==> src/rtl/seqPkg.sv <==
package seqPkg;
  // Strobes from the control decoder to the address datapath.
  // Exactly one of the five sel* fields is set in every cycle.
  typedef struct packed {
    logic selDispatch;   // load bytecode into page 0
    logic selBranch;     // pair base in current page, condition in bit 0
    logic selFollow;     // follow-field rule (zero -> entry, else adjacent page)
    logic selHold;       // keep address (operand stall)
    logic selZero;       // force the dispatch entry
    logic loadOperand;   // capture the operand byte
    logic flagErr;       // illegal control mix seen
  } seqStrobes_t;
endpackage

==> src/rtl/seqCtrl.sv <==
module seqCtrl
  import seqPkg::*;
#(
  parameter int PAGE_BITS = 2,
  parameter int WORD_BITS = 8
) (
  input  logic                          clk,
  input  logic                          rst,
  input  logic [PAGE_BITS+WORD_BITS-1:0] curAddr,
  input  logic                          uNxt,
  input  logic                          uOpd,
  input  logic                          uBranch,
  input  logic                          bcValid,
  output logic                          bcReady,
  output seqStrobes_t                   strb
);
  localparam int ADDR_W = PAGE_BITS + WORD_BITS;

  logic atEntry;
  logic illegalMix;

  assign atEntry    = (curAddr == '0);
  assign illegalMix = !atEntry && ((uNxt && uOpd) || (uBranch && (uNxt || uOpd)));

  always_comb begin
    strb    = '0;
    bcReady = 1'b0;
    if (illegalMix) begin
      strb.selZero = 1'b1;
      strb.flagErr = 1'b1;
    end else if (atEntry || uNxt) begin
      if (bcValid) begin
        strb.selDispatch = 1'b1;
        bcReady          = 1'b1;
      end else begin
        strb.selZero = 1'b1;
      end
    end else if (uBranch) begin
      strb.selBranch = 1'b1;
    end else if (uOpd) begin
      if (bcValid) begin
        strb.selFollow   = 1'b1;
        strb.loadOperand = 1'b1;
        bcReady          = 1'b1;
      end else begin
        strb.selHold = 1'b1;
      end
    end else begin
      strb.selFollow = 1'b1;
    end
  end

  // a byte is never taken without an offer
  assert_ready_needs_valid_R3: assert property (@(posedge clk) disable iff (rst)
    bcReady |-> bcValid);

  // the entry word never reports an illegal mix
  assert_entry_no_err_R11: assert property (@(posedge clk) disable iff (rst)
    (curAddr == ADDR_W'(0)) |-> !strb.flagErr);
endmodule

==> src/rtl/seqDatapath.sv <==
module seqDatapath
  import seqPkg::*;
#(
  parameter int PAGE_BITS = 2,
  parameter int WORD_BITS = 8
) (
  input  logic                          clk,
  input  logic                          rst,
  input  seqStrobes_t                   strb,
  input  logic [WORD_BITS-1:0]          uNextField,
  input  logic                          uPageBack,
  input  logic                          zeroFlag,
  input  logic [WORD_BITS-1:0]          bcData,
  output logic [PAGE_BITS+WORD_BITS-1:0] addrQ,
  output logic [WORD_BITS-1:0]          operandQ,
  output logic                          errQ
);
  localparam int ADDR_W = PAGE_BITS + WORD_BITS;

  logic [PAGE_BITS-1:0] curPage;
  logic [PAGE_BITS-1:0] adjPage;
  logic [ADDR_W-1:0]    followAddr;
  logic [ADDR_W-1:0]    branchAddr;
  logic [ADDR_W-1:0]    dispatchAddr;
  logic [ADDR_W-1:0]    addrD;

  assign curPage = addrQ[ADDR_W-1 -: PAGE_BITS];
  assign adjPage = uPageBack ? (curPage - PAGE_BITS'(1)) : (curPage + PAGE_BITS'(1));

  assign followAddr   = (uNextField == '0) ? '0 : {adjPage, uNextField};
  assign branchAddr   = {curPage, uNextField[WORD_BITS-1:1], ~zeroFlag};
  assign dispatchAddr = {{PAGE_BITS{1'b0}}, bcData};

  always_comb begin
    addrD = '0;
    unique case (1'b1)
      strb.selDispatch: addrD = dispatchAddr;
      strb.selBranch:   addrD = branchAddr;
      strb.selFollow:   addrD = followAddr;
      strb.selHold:     addrD = addrQ;
      default:          addrD = '0;
    endcase
  end

  always_ff @(posedge clk) begin
    if (rst) begin
      addrQ    <= '0;
      operandQ <= '0;
      errQ     <= 1'b0;
    end else begin
      addrQ <= addrD;
      errQ  <= strb.flagErr;
      if (strb.loadOperand) operandQ <= bcData;
    end
  end

  // reset brings the entry address and a clear flag
  assert_reset_state_R1: assert property (@(posedge clk)
    rst |=> (addrQ == '0 && !errQ && operandQ == '0));

  // control must pick exactly one address source
  assert_one_source: assert property (@(posedge clk) disable iff (rst)
    $onehot({strb.selDispatch, strb.selBranch, strb.selFollow, strb.selHold, strb.selZero}));

  // dispatch lands on the bytecode in page 0
  assert_dispatch_target_R2: assert property (@(posedge clk) disable iff (rst)
    strb.selDispatch |=> addrQ == {{PAGE_BITS{1'b0}}, $past(bcData)});

  // branch stays in page, condition supplies bit 0
  assert_branch_pair_R7: assert property (@(posedge clk) disable iff (rst)
    strb.selBranch |=> (addrQ[ADDR_W-1 -: PAGE_BITS] == $past(curPage))
                       && (addrQ[0] == !$past(zeroFlag)));

  // operand stall keeps the address
  assert_stall_hold_R9: assert property (@(posedge clk) disable iff (rst)
    strb.selHold |=> $stable(addrQ));

  // illegal mix returns to entry and raises the flag
  assert_illegal_entry_R10: assert property (@(posedge clk) disable iff (rst)
    strb.flagErr |=> (errQ && addrQ == '0));
endmodule

==> src/rtl/nextAddrSeq.sv <==
module nextAddrSeq
  import seqPkg::*;
#(
  parameter int PAGE_BITS = 2,
  parameter int WORD_BITS = 8
) (
  input  logic                           clk,
  input  logic                           rst,
  input  logic [WORD_BITS-1:0]           uNextField,
  input  logic                           uPageBack,
  input  logic                           uNxt,
  input  logic                           uOpd,
  input  logic                           uBranch,
  input  logic                           zeroFlag,
  input  logic                           bcValid,
  input  logic [WORD_BITS-1:0]           bcData,
  output logic                           bcReady,
  output logic [PAGE_BITS+WORD_BITS-1:0] uAddr,
  output logic [WORD_BITS-1:0]           operand,
  output logic                           errFlag
);
  seqStrobes_t strb;

  seqCtrl #(.PAGE_BITS(PAGE_BITS), .WORD_BITS(WORD_BITS)) uCtrl (
    .clk     (clk),
    .rst     (rst),
    .curAddr (uAddr),
    .uNxt    (uNxt),
    .uOpd    (uOpd),
    .uBranch (uBranch),
    .bcValid (bcValid),
    .bcReady (bcReady),
    .strb    (strb)
  );

  seqDatapath #(.PAGE_BITS(PAGE_BITS), .WORD_BITS(WORD_BITS)) uPath (
    .clk        (clk),
    .rst        (rst),
    .strb       (strb),
    .uNextField (uNextField),
    .uPageBack  (uPageBack),
    .zeroFlag   (zeroFlag),
    .bcData     (bcData),
    .addrQ      (uAddr),
    .operandQ   (operand),
    .errQ       (errFlag)
  );
endmodule

==> config.mk <==
export PLATFORM = sky130hd
export DESIGN_NAME = nextAddrSeq
export DESIGN_NICKNAME = d
export VERILOG_FILES = /design/src/rtl/seqPkg.sv /design/src/rtl/seqCtrl.sv /design/src/rtl/seqDatapath.sv /design/src/rtl/nextAddrSeq.sv
export SDC_FILE = /design/constraint.sdc
export NUM_CORES = 1
export LEC_CHECK = 0
export BUFFER_PORTS_ARGS = -buffer_cell sky130_fd_sc_hd__buf_2
export CORE_MARGIN = 4
export CORE_UTILIZATION = 50
export CTS_CLUSTER_DIAMETER = 80
export DETAILED_ROUTE_END_ITERATION = 8
export PLACE_DENSITY_LB_ADDON = 0.08
export SLEW_MARGIN = 25
export SYNTH_ARGS = -nofsm -noshare
export SYNTH_HDL_FRONTEND = slang
export SYNTH_SLANG_ARGS = --single-unit
export TNS_END_PERCENT = 30
==> constraint.sdc <==
create_clock -name clk -period 2.59 [get_ports clk]
set_input_delay 0.3885 -clock clk [delete_from_list [all_inputs] [get_ports clk]]
set_output_delay 0.3885 -clock clk [all_outputs]
set_load 0.005 [all_outputs]
Yosys cells after proc, flatten, opt, wreduce, memory -nomap -nowiden
Index checks and enable logic that the tools add are counted.
Widths: inputs -> output; s select.
{ "word_totals": {"out_inout_bits": 20, "elab_cells": 38, "reg_bits": 19} }
{ "op_classes": {"add_sub_neg": 2, "mux": 19, "bitwise": 3, "reduce_logical": 10} }
{ "ops": {"columns": ["cell", "count"], "rows": [
  ["$pmux 10 s4", 1],
  ["$mux 1", 13],
  ["$logic_not 10->1", 1],
  ["$mux 10", 1],
  ["$logic_not 8->1", 1],
  ["$mux 2", 2],
  ["$mux 4", 1],
  ["$logic_and 1x1->1", 3],
  ["$logic_or 1x1->1", 3],
  ["$mux 3", 1],
  ["$not 1->1", 3],
  ["$add 2x1->2 const B", 1],
  ["$reduce_and 2->1", 1],
  ["$sub 2x1->2 const B", 1],
  ["$logic_not 1->1", 1]
]} }

Depth between registers and ports, before layout
Gate-level depths: netlist of run 1.
{ "logic_depth": {"word_depth": 7, "depth_mapped": 5, "depth_no_buf": 4} }

Cells and area by module
A second synthesis of run 1 with hierarchy kept.
{ "hier_totals": {"cells_unflattened": 107, "area_unflattened_um2": 939.7} }
{ "by_module_without_submodules": {"columns": ["mod", "area_per_inst_um2", "seq_area_each_um2", "n_inst", "cells_each"], "rows": [
  ["seqDatapath", 767.0, 380.4, 1, 82],
  ["seqCtrl", 172.7, 0.0, 1, 25]
]} }

Worst setup path before layout of run 1
Ideal clock, no wire load.
{ "synth_timing": {"path_type": "reg2out", "from": "register uPath.addrQ[8]", "to": "output port bcReady", "path_stages_with_launch": 5, "arrival_ns": 1.104, "required_time_ns": 2.202, "n_path_buf": 0, "setup_slack_ns": 1.097, "path_cell_list": "dfxtp_1 nor4_4 and3_2 nor2_1 nor2_1"} }
{ "synth_via": {"elab_chain_len": 4} }
{ "synth_lines": {"columns": ["item", "line_no", "text"], "rows": [
  ["start: declaration", "seqDatapath.sv:14", "output logic [PAGE_BITS+WORD_BITS-1:0] addrQ,"],
  ["start signal: assignment", "seqDatapath.sv:51", "addrQ <= addrD;"],
  ["$logic_not 10->1 (*)", "seqCtrl.sv:22", "assign atEntry = (curAddr == '0);"],
  ["$logic_or 1x1->1 or $logic_not 1->1 (tied branches)", "seqCtrl.sv:31, seqCtrl.sv:23", null],
  ["$mux 1 or $logic_and 1x1->1 (tied branches)", "seqCtrl.sv:31, seqCtrl.sv:23", null],
  ["$mux 1 (*)", "seqCtrl.sv:28", "if (illegalMix) begin"],
  ["end: declaration", "nextAddrSeq.sv:17", "output logic bcReady,"]
]} }
Mark *: on every way between the ends. The rest lies on a longest branch, timed or not.

Final worst setup path of run 1
{ "layout_timing": {"from": "register uPath.addrQ[4]", "to": "output port bcReady"} }
The elaborated chain is that of the path after synthesis.

==> run summary, run 1 <==
GR Util All Layers: 20.8%
CTS Buffer Depth: 2
Met3 routed WL: 189 um
Critical path class: flip-flop to primary output
CP Capture Type: primary output
Place WS: 0.842 ns
CP startpoint kind: flip-flop
Peak VDD IR: 382 uV
Via count: 1004
Initial antenna violation count: 0
DRT met1 WL: 1150 um
Most common library cell in the layout ignoring fill and taps: buf_2
Flop pwr share: 47.8%
Final worst slack: 0.507 ns
Total power: 717 uW
Largest net degree at the start of global routing: 14
Clock-pin slew on the worst setup and hold paths: 0.11 ns
Root Driver: clkbuf_4
Pwr Density: 561 nW/um2
Worst slew pin tran: 0.584 ns
Antenna violation net count after detailed routing: 0
DRT Pass-1 Iters: 4
Int Power: 478 uW
Leak: 0.572 nW
F_max: 480 MHz
Share of cells above drive strength 1: 35.9%
Clock Latency Late Sink: 0.31 ns
WL/cell: 14.5 um
Final setup violation count: 0
Setup TNS: 0 ns
CTS tree: done
Post-CTS setup buffers: 0
Clock buffer count from CTS: 3
Final Max Slew Viols: 0
DR top layer: met4
Crit path arrival time: 1.69 ns
Clock sink count: 19
Max incr delay on CP: 0.41 ns
Grt total ovfl: 0
Switching part of the total: 33.4%
P_sw: 239 uW
Critical Path Fanout Max: 4
Vias/cell: 5.58
Max Cap Viol: 0
Rows: 16
Starting density of the core: 52.2%
Hold buffers post-CTS: 0
Mapped Area: 1020 um2
Crit share post-route: 80.4%
Layout Nets: 178
Vias in the first global route: 886
Final instance area: 1280 um2
Die Y: 53.3 um
DIE AREA: 2840 um2
Post-layout minimum cycle time: 2.08 ns
Slew headroom: 60.8%
GP Congestion: 0.889
DPL Wire Length: 2070 um
Most common cell on crit path: nor2_1
Placed insts: 176
Syn_area_per_cell: 9.32 um2
# IOs: 44
Worst clock skew: 0.00720 ns
CTS HTree Levels: 1
Synth unique cells: 33
Commonest cells after routing, fill and taps aside: buf_2, nor2_1, dfxtp_1, mux2i_1
Area growth, synth to finish: 24.7%
CP bufs+invs: 1
Cell count after synthesis: 110
Crit-path cells: nor4_4, and3_2, nor2_1, nor2_1, buf_2
DP Area: 1250 um2
Drt drc: 0
Core Area: 1960 um2
Fin cells: 180
Hold Vio Cnt, Final: 0
CP delay by family, top: simple AND/OR/NAND/NOR gates
Hold Path Class: input pin to flip-flop
Req. time, crit path: 2.20 ns
Sequential area share after synthesis: 37.1%
ANT cells: 0
Buffers on Ports: 43
Gates resized, CTS repair: 0
Slowest-stage cell, CP: nor4_4
Iter 0 DRT Violations: 24
Yosys reg bits: 19
Final WL: 2620 um
Die width: 53.3 um
Final hold slack: 0.310 ns
Final core utilization: 65.1%
RSZ-0062 raised after global routing: false
Clk network pwr share: 21.5%
Yosys warns: 0
Comb pwr share: 30.7%
Met2 wire len: 1220 um
Post-Syn Nets: 134
First-pass GRT wire length: 4150 um
Status: finished, final reports clean
==> path summary, 6_finish.rpt <==
path,slack [ns],cells past startpoint,startpoint,end
setup / recovery,0.51,5,uPath.addrQ[4]$_SDFFE_PP0N_,bcReady
hold / removal,0.31,2,bcData[5],uPath.addrQ[5]$_SDFFE_PP0N_
setup reg to reg,0.96,4,uPath.addrQ[4]$_SDFFE_PP0N_,uPath.addrQ[0]$_SDFFE_PP0N_
hold reg to reg,0.50,2,uPath.operandQ[4]$_SDFFE_PP0P_,uPath.operandQ[4]$_SDFFE_PP0P_
==> cell usage after synthesis (all sizes together) <==
cell     instances  area [um2]
mux2i           10         100
nor2b            1        6.26
buf              3        20.0
nand4            1        6.26
clkbuf           2        11.3
a21oi            1        8.76
nor3b            1        7.51
a2111oi          1        15.0
a221o            4        40.0
inv              4        15.0
o21ai            4        20.0
a22oi            6        45.0
nor4b            1        8.76
a211oi           1        7.51
nand2b           2        12.5
nor2            20        75.1
a22o             6        52.6
and3             1        7.51
a311oi           1        8.76
nor4             4        55.1
dfxtp           19         380
xnor2            2        17.5
o22ai            2        12.5
nand4bb          1        11.3
a31oi            1        21.3
nand3            5        25.0
and3b            1        8.76
nand3b           1        7.51
nand2            3        11.3
or2              1        6.26
==> registers in the layout (all words and copies together) (netlist names) <==
signal          flops
uPath.operandQ      8
uPath.errQ          1
uPath.addrQ        10
==> cells by family after synthesis <==
logic type      share of synthesized area, %
xor+xnor                                1.71
compound gates                          22.6
simple gates                            24.3
mux                                     9.77
flops                                   37.1
buf+inv                                 4.52
==> power by group through the flow <==
stage / clock, mW / combinational (mW) / sequential [mW]
after floorplan: 0 / 0.139 / 0.351
after global placement: 0 / 0.218 / 0.349
after detailed placement: 0 / 0.220 / 0.350
after CTS: 0.163 / 0.221 / 0.343
after global routing: 0.170 / 0.241 / 0.347
final: 0.154 / 0.220 / 0.343
==> final cells by class <==
cell class	instances	area [um2]
fillers	202	684
multi-input cells	82	598
flip-flops and latches	19	380
repair buffers	44	223
well taps	27	33.8
clock buffers	3	22.5
inverters	4	15.0
clock inverters	1	5.00
==> layer usage <==
layer / vias to the layer above / global-route usage [%]
li1: 498 / -
met1: 459 / 26.7
met2: 41 / 32.0
met3: 6 / 4.23
met4: 0 / 11.5
met5: - / 0
Power figures use the tool's default switching activity.
==> inputs of run 2 (changes only) <==
Settings changed: CORE_UTILIZATION 50 to 42.
Clock period 2.59 ns to 1.85 ns, I/O delays scaled along.
==> run 2 against run 1 <==
  * Count of clock-buffer cells in the layout unchanged
  * Hold slack worse by 0.10 ns
  * Core utilization is 5.2 points lower
  * Largest cell class unchanged
  * Via count up 4.1%
  * Critical path depth stayed put
  * Total power rose by 51%
  * Die area is 16% higher
  * Wire length increased by 9.8%
  * Non-clock buffer count up 10
  * Clock power increased by 36%
  * First-iteration DRC count increased by 25%
  * Largest power group unchanged
  * Critical endpoint unchanged
==> run summary, run 2 (same netlist as run 1, synthesis figures left out) <==
Comb pwr share: 36.2%
Post-layout minimum cycle time: 1.79 ns
Critical path class: flip-flop to primary output
Top flop regs: uPath.addrQ (10), uPath.operandQ (8), uPath.errQ (1)
Final worst slack: 0.0599 ns
DRT Pass-1 Iters: 4
CTS tree: done
Die Y: 57.4 um
Clock buffer count from CTS: 3
Critical Path Fanout Max: 3
DIE AREA: 3290 um2
Peak VDD IR: 544 uV
Most common library cell in the layout ignoring fill and taps: buf_2
Final core utilization: 59.9%
CP delay by family, top: simple AND/OR/NAND/NOR gates
Pwr Density: 794 nW/um2
DPL Wire Length: 2220 um
Worst hold path depth: 2
Layout Nets: 188
Status: finished, final reports clean
RR Startpoint: uPath.addrQ[9]$_SDFFE_PP0P_
Worst slew pin tran: 0.576 ns
Flop-to-flop setup slack: 0.14 ns
Vias/cell: 5.47
Initial antenna violation count: 0
CP Capture Type: primary output
Vias in the first global route: 969
Crit path arrival time: 1.51 ns
# IOs: 44
Rows: 17
Final instance area: 1360 um2
Root Driver: clkbuf_4
Largest net degree at the start of global routing: 14
WL/cell: 15.0 um
Crit share post-route: 96.8%
Slew headroom: 61.5%
Int Power: 730 uW
Core Area: 2280 um2
Switching part of the total: 32.5%
Hold buffers post-CTS: 0
Clk network pwr share: 19.5%
Commonest cells after routing, fill and taps aside: buf_2, nor2_1, dfxtp_1, buf_4, mux2i_1
Final hold slack: 0.208 ns
Buffers on Ports: 43
Final WL: 2870 um
Clock sink count: 19
Crit-path cells: nor4_4, and3_4, nor2_1, nor2_1, buf_2
Req. time, crit path: 1.57 ns
Total power: 1.08 mW
Max incr delay on CP: 0.37 ns
CP startpoint kind: flip-flop
Share of cells above drive strength 1: 41.1%
Place WS: 0.179 ns
Hold Path Class: input pin to flip-flop
DP Area: 1300 um2
GR Util All Layers: 17.7%
GP Congestion: 0.885
Die width: 57.4 um
Largest Register: uPath.addrQ
Hold Vio Cnt, Final: 0
Starting density of the core: 45.0%
Slowest-stage cell, CP: dfxtp_4
ANT cells: 0
Via count: 1045
Worst hold endpoint: uPath.addrQ[2]$_SDFFE_PP0N_
Flop pwr share: 44.3%
P_sw: 352 uW
Fillcell total: 201
Most common cell on crit path: nor2_1
F_max: 559 MHz
Area growth, synth to finish: 33.0%
CTS Buffer Depth: 2
Final Max Slew Viols: 0
Reg-to-reg critical path endpoint: uPath.addrQ[0]$_SDFFE_PP0N_
Grt total ovfl: 0
Clock-pin slew on the worst setup and hold paths: 0.11 ns
CP bufs+invs: 1
Leak: 0.622 nW
Worst clock skew: 0.00217 ns
First-pass GRT wire length: 4570 um
Clock Latency Late Sink: 0.29 ns
HP Start: bcData[2]
Antenna violation net count after detailed routing: 0
Iter 0 DRT Violations: 30
CTS HTree Levels: 1
Final setup violation count: 0
Max Cap Viol: 0
Drt drc: 0
Largest register FFs: 10
Path depth of the worst reg2reg path: 5
-- run 2: cell count changes in the layout (fill, tap and decap cells not counted), sizes merged --
| cell | previous run | this run |
|---|---|---|
| buf | 44 | 54 |
-- run 2: worst max-delay path by stage --
stage                                      startpoint                           to  depth (start not counted)
after floorplan           uPath.addrQ[8]$_SDFFE_PP0P_  uPath.addrQ[1]$_SDFFE_PP0N_                          4
after global placement    uPath.addrQ[8]$_SDFFE_PP0P_  uPath.addrQ[1]$_SDFFE_PP0N_                          5
after detailed placement  uPath.addrQ[4]$_SDFFE_PP0N_  uPath.addrQ[0]$_SDFFE_PP0N_                          5
after CTS                 uPath.addrQ[4]$_SDFFE_PP0N_                      bcReady                          5
after global routing      uPath.addrQ[9]$_SDFFE_PP0P_                      bcReady                          5
final                     uPath.addrQ[9]$_SDFFE_PP0P_                      bcReady                          5
-- run 2: layer usage --
metal  GRT usage (%)  vias to the layer above  share of wire [%]
met5               0                        -                  0
met4            5.96                        0               0.70
met3            3.39                        2                6.4
met2            27.1                       31                 46
met1            24.8                      495                 47
li1                -                      517                  -
-- run 2: area by class of cell --
type	count	area, um2	share of cell area (%)
Timing Repair Buffer	54	298	21.9
Sequential cell	19	385	28.3
Multi-Input combinational cell	82	602	44.2
Tap cell	28	35.0	2.57
Inverter	4	15.0	1.10
Clock inverter	1	5.00	0.367
Clock buffer	3	22.5	1.65
-- run 2: what timing repair did --
item	in CTS	in global routing
resized for setup	0	4
endpoints found under the setup margin	1	1
pin swaps	1	2
setup buffers	1	3
-- run 2: worst reg2reg max path, cell delays in order (launching register included) --
cell and delay [ns]:
dfxtp_4 0.37, nor4_4 0.33, buf_4 0.18, nand3_1 0.19, nor2_1 0.38, a221o_1 0.21
-- run 2: power groups by stage --
| stage | clock, mW | sequential (mW) | combinational, mW |
|---|---|---|---|
| finish | 0.210 | 0.480 | 0.392 |
| global route | 0.235 | 0.485 | 0.428 |
| CTS | 0.220 | 0.480 | 0.354 |
| detailed placement | 0 | 0.490 | 0.340 |
| global placement | 0 | 0.488 | 0.335 |
| floorplan | 0 | 0.491 | 0.194 |
-- run 2: stage by stage --
step                instances  TNS (ns)
floorplan                 110         0
global placement          183         0
detailed placement        183         0
CTS                       188         0
global route              191   -0.0200
finish                    191         0
